File: src/rtl/rfsh_pkg.sv
package rfsh_pkg;

    typedef enum logic [2:0] {
        ST_NORMAL,
        ST_RECOVERY,
        ST_SR_ENTRY,
        ST_SR_ACTIVE,
        ST_SR_EXIT
    } rfsh_state_e;

    // Round a time up to whole clock cycles.
    function automatic int cycles_ceil(input int time_ps, input int clk_ps);
        return (time_ps + clk_ps - 1) / clk_ps;
    endfunction

    function automatic int max3(input int a, input int b, input int c);
        int m;
        m = (a > b) ? a : b;
        return (m > c) ? m : c;
    endfunction

endpackage

File: src/rtl/rfsh_interval_timer.sv
module rfsh_interval_timer #(
    parameter int PERIOD_CYC = 1813
) (
    input  logic clk,
    input  logic rst_n,
    input  logic run,
    input  logic clear,
    output logic tick
);
    localparam int CW = $clog2(PERIOD_CYC + 1);

    logic [CW-1:0] cnt_q;

    assign tick = run && (cnt_q == CW'(PERIOD_CYC - 1));

    always_ff @(posedge clk) begin
        if (!rst_n || clear) begin
            cnt_q <= '0;
        end else if (run) begin
            cnt_q <= tick ? '0 : cnt_q + 1'b1;
        end
    end
endmodule

File: src/rtl/rfsh_backlog.sv
module rfsh_backlog #(
    parameter int MAX_OWED = 8
) (
    input  logic                            clk,
    input  logic                            rst_n,
    input  logic                            inc,
    input  logic                            dec,
    input  logic                            clr,
    output logic [$clog2(MAX_OWED+1)-1:0]   owed,
    output logic                            full,
    output logic                            nonzero
);
    localparam int OW = $clog2(MAX_OWED + 1);

    assign full    = (owed == OW'(MAX_OWED));
    assign nonzero = (owed != '0);

    always_ff @(posedge clk) begin
        if (!rst_n || clr) begin
            owed <= '0;
        end else begin
            unique case ({inc, dec})
                2'b10:   if (!full) owed <= owed + 1'b1;
                2'b01:   if (nonzero) owed <= owed - 1'b1;
                default: owed <= owed;
            endcase
        end
    end
endmodule

File: src/rtl/rfsh_seq.sv
module rfsh_seq
    import rfsh_pkg::*;
#(
    parameter int RFC_CYC  = 17,
    parameter int XSNR_CYC = 18,
    parameter int XSRD_CYC = 200
) (
    input  logic clk,
    input  logic rst_n,
    input  logic gnt_ok,
    input  logic sr_req,
    input  logic owed_nz,
    input  logic owed_full,
    output logic ref_req,
    output logic ref_urgent,
    output logic sre_req,
    output logic cke,
    output logic cmd_hold,
    output logic rd_hold,
    output logic owed_dec,
    output logic sr_clear,
    output logic timer_run
);
    localparam int WAIT_MAX = max3(RFC_CYC, XSNR_CYC, XSRD_CYC);
    localparam int CW       = $clog2(WAIT_MAX + 1);

    rfsh_state_e   st_q, st_d;
    logic [CW-1:0] wait_q;

    // State register and shared wait counter
    always_ff @(posedge clk) begin
        if (!rst_n) begin
            st_q   <= ST_NORMAL;
            wait_q <= '0;
        end else begin
            st_q <= st_d;
            if (st_d != st_q)
                wait_q <= '0;
            else if (st_q == ST_RECOVERY || st_q == ST_SR_EXIT)
                wait_q <= wait_q + 1'b1;
        end
    end

    // Next state
    always_comb begin
        st_d = st_q;
        unique case (st_q)
            ST_NORMAL: begin
                if (gnt_ok && owed_nz)  st_d = ST_RECOVERY;
                else if (sr_req)        st_d = ST_SR_ENTRY;
            end
            ST_RECOVERY: begin
                if (wait_q == CW'(RFC_CYC - 1)) st_d = ST_NORMAL;
            end
            ST_SR_ENTRY: begin
                if (gnt_ok)             st_d = ST_SR_ACTIVE;
                else if (!sr_req)       st_d = ST_NORMAL;
            end
            ST_SR_ACTIVE: begin
                if (!sr_req)            st_d = ST_SR_EXIT;
            end
            ST_SR_EXIT: begin
                if (wait_q == CW'(XSRD_CYC - 1)) st_d = ST_NORMAL;
            end
            default: st_d = ST_NORMAL;
        endcase
    end

    // Outputs
    always_comb begin
        ref_req    = (st_q == ST_NORMAL) && owed_nz;
        ref_urgent = (st_q == ST_NORMAL) && owed_full;
        sre_req    = (st_q == ST_SR_ENTRY);
        cke        = (st_q != ST_SR_ACTIVE);
        cmd_hold   = (st_q == ST_RECOVERY) || (st_q == ST_SR_ACTIVE) ||
                     ((st_q == ST_SR_EXIT) && (wait_q < CW'(XSNR_CYC)));
        rd_hold    = cmd_hold || (st_q == ST_SR_EXIT);
        owed_dec   = (st_q == ST_NORMAL) && gnt_ok && owed_nz;
        sr_clear   = (st_q == ST_SR_ENTRY) && gnt_ok;
        timer_run  = (st_q != ST_SR_ACTIVE);
    end
endmodule

File: src/rtl/rfsh_sched.sv
module rfsh_sched
    import rfsh_pkg::*;
#(
    parameter int CLK_PS   = 4300,
    parameter int REFI_PS  = 7800000,
    parameter int RFC_PS   = 70000,
    parameter int XSNR_PS  = 75000,
    parameter int XSRD_CYC = 200,
    parameter int MAX_OWED = 8
) (
    input  logic                          clk,
    input  logic                          rst_n,
    input  logic                          ref_gnt,
    input  logic                          banks_idle,
    input  logic                          sr_req,
    output logic                          ref_req,
    output logic                          ref_urgent,
    output logic                          sre_req,
    output logic                          cke,
    output logic                          cmd_hold,
    output logic                          rd_hold,
    output logic [$clog2(MAX_OWED+1)-1:0] owed_cnt
);
    // Interval rounds down so refresh never lags; waits round up.
    localparam int REFI_CYC = REFI_PS / CLK_PS;
    localparam int RFC_CYC  = cycles_ceil(RFC_PS, CLK_PS);
    localparam int XSNR_CYC = cycles_ceil(XSNR_PS, CLK_PS);

    logic gnt_ok, tick, owed_dec, sr_clear, timer_run, owed_full, owed_nz;

    assign gnt_ok = ref_gnt && banks_idle;

    rfsh_interval_timer #(.PERIOD_CYC(REFI_CYC)) u_timer (
        .clk   (clk),
        .rst_n (rst_n),
        .run   (timer_run),
        .clear (sr_clear),
        .tick  (tick)
    );

    rfsh_backlog #(.MAX_OWED(MAX_OWED)) u_backlog (
        .clk     (clk),
        .rst_n   (rst_n),
        .inc     (tick),
        .dec     (owed_dec),
        .clr     (sr_clear),
        .owed    (owed_cnt),
        .full    (owed_full),
        .nonzero (owed_nz)
    );

    rfsh_seq #(
        .RFC_CYC  (RFC_CYC),
        .XSNR_CYC (XSNR_CYC),
        .XSRD_CYC (XSRD_CYC)
    ) u_seq (
        .clk        (clk),
        .rst_n      (rst_n),
        .gnt_ok     (gnt_ok),
        .sr_req     (sr_req),
        .owed_nz    (owed_nz),
        .owed_full  (owed_full),
        .ref_req    (ref_req),
        .ref_urgent (ref_urgent),
        .sre_req    (sre_req),
        .cke        (cke),
        .cmd_hold   (cmd_hold),
        .rd_hold    (rd_hold),
        .owed_dec   (owed_dec),
        .sr_clear   (sr_clear),
        .timer_run  (timer_run)
    );
endmodule

File: config.mk
export PLATFORM = sky130hd
export DESIGN_NAME = rfsh_sched
export DESIGN_NICKNAME = d
export VERILOG_FILES = /design/src/rtl/rfsh_pkg.sv /design/src/rtl/rfsh_interval_timer.sv /design/src/rtl/rfsh_backlog.sv /design/src/rtl/rfsh_seq.sv /design/src/rtl/rfsh_sched.sv
export SDC_FILE = /design/constraint.sdc
export NUM_CORES = 1
export LEC_CHECK = 0
export BUFFER_PORTS_ARGS = -buffer_cell sky130_fd_sc_hd__buf_4
export CAP_MARGIN = 20
export CORE_ASPECT_RATIO = 2
export CORE_MARGIN = 8
export CORE_UTILIZATION = 40
export DETAILED_ROUTE_END_ITERATION = 12
export PLACE_DENSITY = 0.55
export SYNTH_ARGS = -nofsm -noshare
export SYNTH_HDL_FRONTEND = slang
export SYNTH_SLANG_ARGS = --single-unit
File: constraint.sdc
create_clock -name clk -period 7.05 [get_ports clk]
set_clock_uncertainty 0.1 [all_clocks]
set_input_delay 1.7625 -clock clk [delete_from_list [all_inputs] [get_ports clk]]
set_output_delay 1.7625 -clock clk [all_outputs]
set_load 0.02 [all_outputs]
==> flow_summary_export.csv <==
group,metric,value,unit
floorplanning,io_pins,15,
clock_tree,clockBufferDepth,2,
pwr,p_seq_frac,0.574,
logic_synthesis,yosysWarningCount,0,
pwr,max-vdd-ir-drop,107,uV
cells_and_area,fin_nets,215,
placed_design,gp_congestion,0.856,
logic_synthesis,synth_edf_count,0,
sta,whs,426,ps
logic_synthesis,synth_seq_cells,26,
pwr,power.share.clock,0.316,
drt,m1WireLength,1.47,mm
clock_tree,htreeDepth,1,
clock_tree,cts_sinks,26,
drt,route.detailed.drc,0,
drt,vias,1436,
logic_synthesis,synth.distinct_cells,45,
logic_synthesis,synth_commonest_cells,"dfxtp_1 (26), nand2_1 (15), nor2_1 (15), xnor2_1 (15), nor4_1 (14)",
worst_setup_path,crit_path_max_incr_delay,710,ps
placed_design,placed_area,1720,sq um
floorplanning,die_h,105,um
pwr,switching_share,0.263,
drt,met2_length,2.47,mm
logic_synthesis,syn-cell-area,1570,sq um
flow_run,max-cap-violations,0,
clock_tree,cts_resized,0,
drt,dr.pass1.iters,4,
pwr,pwr-share-comb,0.110,
drt,drt-initial-drc-count,66,
sta,worst_slew_pin_slew,1100,ps
logic_synthesis,syn_area_per_cell,8.39,sq um
cells_and_area,register_area,520,sq um
clock_tree,clk_latency,270,ps
sta,rsz0062_at_grt,"no",
floorplanning,core-area,3800,sq um
sta,setup_viol,0,
global_route,grt_max_degree,18,
global_route,grt_pass1_wl,6.79,mm
logic_synthesis,synth_most_common_cell,"dfxtp_1",
drt,met3_length,95,um
clock_tree,cts_hold_buffers,0,
placed_design,dp.final_hpwl,3.28,mm
worst_setup_path,crit_type,"register to output pin",
logic_synthesis,synth_top_cell_area_share,0.332,
global_route,grt_pass1_vias,1488,
outcome,status,"completed",
logic_synthesis,ys_seq_area_frac,0.332,
worst_setup_path,critPathMaxFanout,17,
floorplanning,rows,32,
floorplanning,initial_core_util,0.413,
worst_setup_path,critical-path-top-delay-family,"flip-flops",
clock_tree,cts_tree,"done",
global_route,grt_remaining_overflow,0,
global_route,antenna_found_initial,0,
sta,setup_tns,0,ps
sta,drv_slew,0,
floorplanning,die_area,6300,sq um
pwr,p_leak,0.604,nW
worst_setup_path,critical_path.cell_chain,"and3b_1 > inv_2 > buf_4",
clock_tree,clkTransAtPathRegs,90,ps
worst_hold_path,hp-class,"register to register",
worst_setup_path,crit_path_start_kind,"register",
worst_setup_path,crit_slowest_cell,"dfxtp_1",
pwr,powerDensity,154,nW/um^2
drt,top_layer,"met4",
pwr,netSwitchingPower,0.0712,mW
clock_tree,cts-root-buf,"clkbuf_8",
sta,clock.fmax,0.277,GHz
cells_and_area,nFillCells,393,
sta,period_share,0.512,
logic_synthesis,synthTopCellsByArea,"dfxtp_1 (33%), xnor2_1 (8.4%), ha_1 (6.4%)",
logic_synthesis,synth_top_cell_by_area,"dfxtp_1",
drt,viasPerCell,5.74,
logic_synthesis,syn-instance-count,187,
clock_tree,cts-buffers-inserted,3,
worst_setup_path,crit_path_end_kind,"output pin",
clock_tree,cts_setup_buffers,0,
sta,layout_min_cycle_time,3610,ps
sta,slew_headroom,0.269,
cells_and_area,syn_to_final_growth,12.1,%
cells_and_area,drive_above_1_share,0.106,
floorplanning,die_w,60.3,um
cells_and_area,multiInputGateArea,983,sq um
cells_and_area,fin_area,1760,sq um
sta,hold_viol_final,0,
logic_synthesis,synthFlopType,"dfxtp_1",
cells_and_area,n_antenna_cell,0,
placed_design,port_buffers,14,
drt,wl_per_cell,16.4,um
global_route,grt_use_total,0.138,
logic_synthesis,syn_nets,201,
logic_synthesis,synthArstFlopShare,0,
drt,wl,4.11,mm
pwr,total_power,0.271,mW
drt,final_antenna_net_count,0,
pwr,p_int,0.200,mW
worst_setup_path,crit_required,5190,ps
worst_setup_path,crit_arrival,1750,ps
worst_setup_path,path_buf_inv,2,
-- registers in the layout, indices dropped and copies added (netlist names) --
| register | cells |
|---|---|
| u_timer.cnt_q | 11 |
| u_backlog.owed | 4 |
| u_seq.wait_q | 8 |
| u_seq.st_q | 3 |
-- routing by layer --
layer | track usage | up-vias
li1 | - | 707
met1 | 0.119 | 696
met2 | 0.277 | 25
met3 | 0.0221 | 8
met4 | 0.0602 | 0
met5 | 0 | -
-- layout by cell type, fill, tap and decap left out, types with 4 or more instances in the layout --
cell      n
inv_1    11
ha_1      8
a21oi_1   8
nor3_1    5
nand4_1   7
and3_1    4
buf_4    14
nor2_1   15
nand2_1  15
xnor2_1  15
dfxtp_1  26
nor4_1   14
nor4b_1   5
-- through the flow --
| step | utilization | setup slack (ps) | cells |
|---|---|---|---|
| CTS | 0.463 | 3470 | 250 |
| global route | 0.463 | 3370 | 250 |
| global placement | 0.452 | 3330 | 247 |
| detailed placement | 0.452 | 3250 | 247 |
| floorplan | - | 3520 | 187 |
| finish | 0.463 | 3440 | 250 |
-- area by class of cell --
class,instances,area share
well taps,51,0.0363
inverters,12,0.0256
repair buffers,14,0.0597
clock buffers,3,0.0235
flip-flops and latches,26,0.296
multi-input cells,144,0.559
-- worst reg2reg max path: stages, from the launching register on --
cell and delay, ps:
dfxtp_1 710, and3b_1 450, inv_2 130, nand2_1 170
and3b_1 220, inv_1 60, ha_1 240, ha_1 300
and3_1 190, or3_1 370, a31o_2 250, a21oi_1 120
-- kinds of logic (layout without fill, tap and decap cells) --
family / count (synthesis) / after routing / share of synthesized area
compound gates: 27 / 27 / 0.115
xor+xnor: 18 / 18 / 0.100
fa+ha+maj: 9 / 9 / 0.0766
buf+inv: 17 / 29 / 0.0415
flops: 26 / 26 / 0.332
mux: 2 / 2 / 0.0136
simple gates: 88 / 88 / 0.321
-- power groups by stage --
| stage | registers (mW) | clock network (mW) | logic, mW |
|---|---|---|---|
| floorplan | 0.156 | 0 | 0.0212 |
| global placement | 0.159 | 0 | 0.0295 |
| detailed placement | 0.159 | 0 | 0.0300 |
| CTS | 0.155 | 0.0894 | 0.0301 |
| global route | 0.156 | 0.0951 | 0.0335 |
| finish | 0.155 | 0.0856 | 0.0298 |
-- final timing paths --
| kind | slack (ps) | startpoint | to | cells past startpoint |
|---|---|---|---|---|
| min reg2reg | 430 | u_timer.cnt_q[9] | u_timer.cnt_q[9] | 2 |
| max reg2reg | 3670 | u_seq.st_q[1] | u_backlog.owed[3] | 11 |
| max | 3440 | u_seq.st_q[1] | cke | 3 |
| min | 430 | u_timer.cnt_q[9] | u_timer.cnt_q[9] | 2 |
Power figures use the tool's default switching activity.
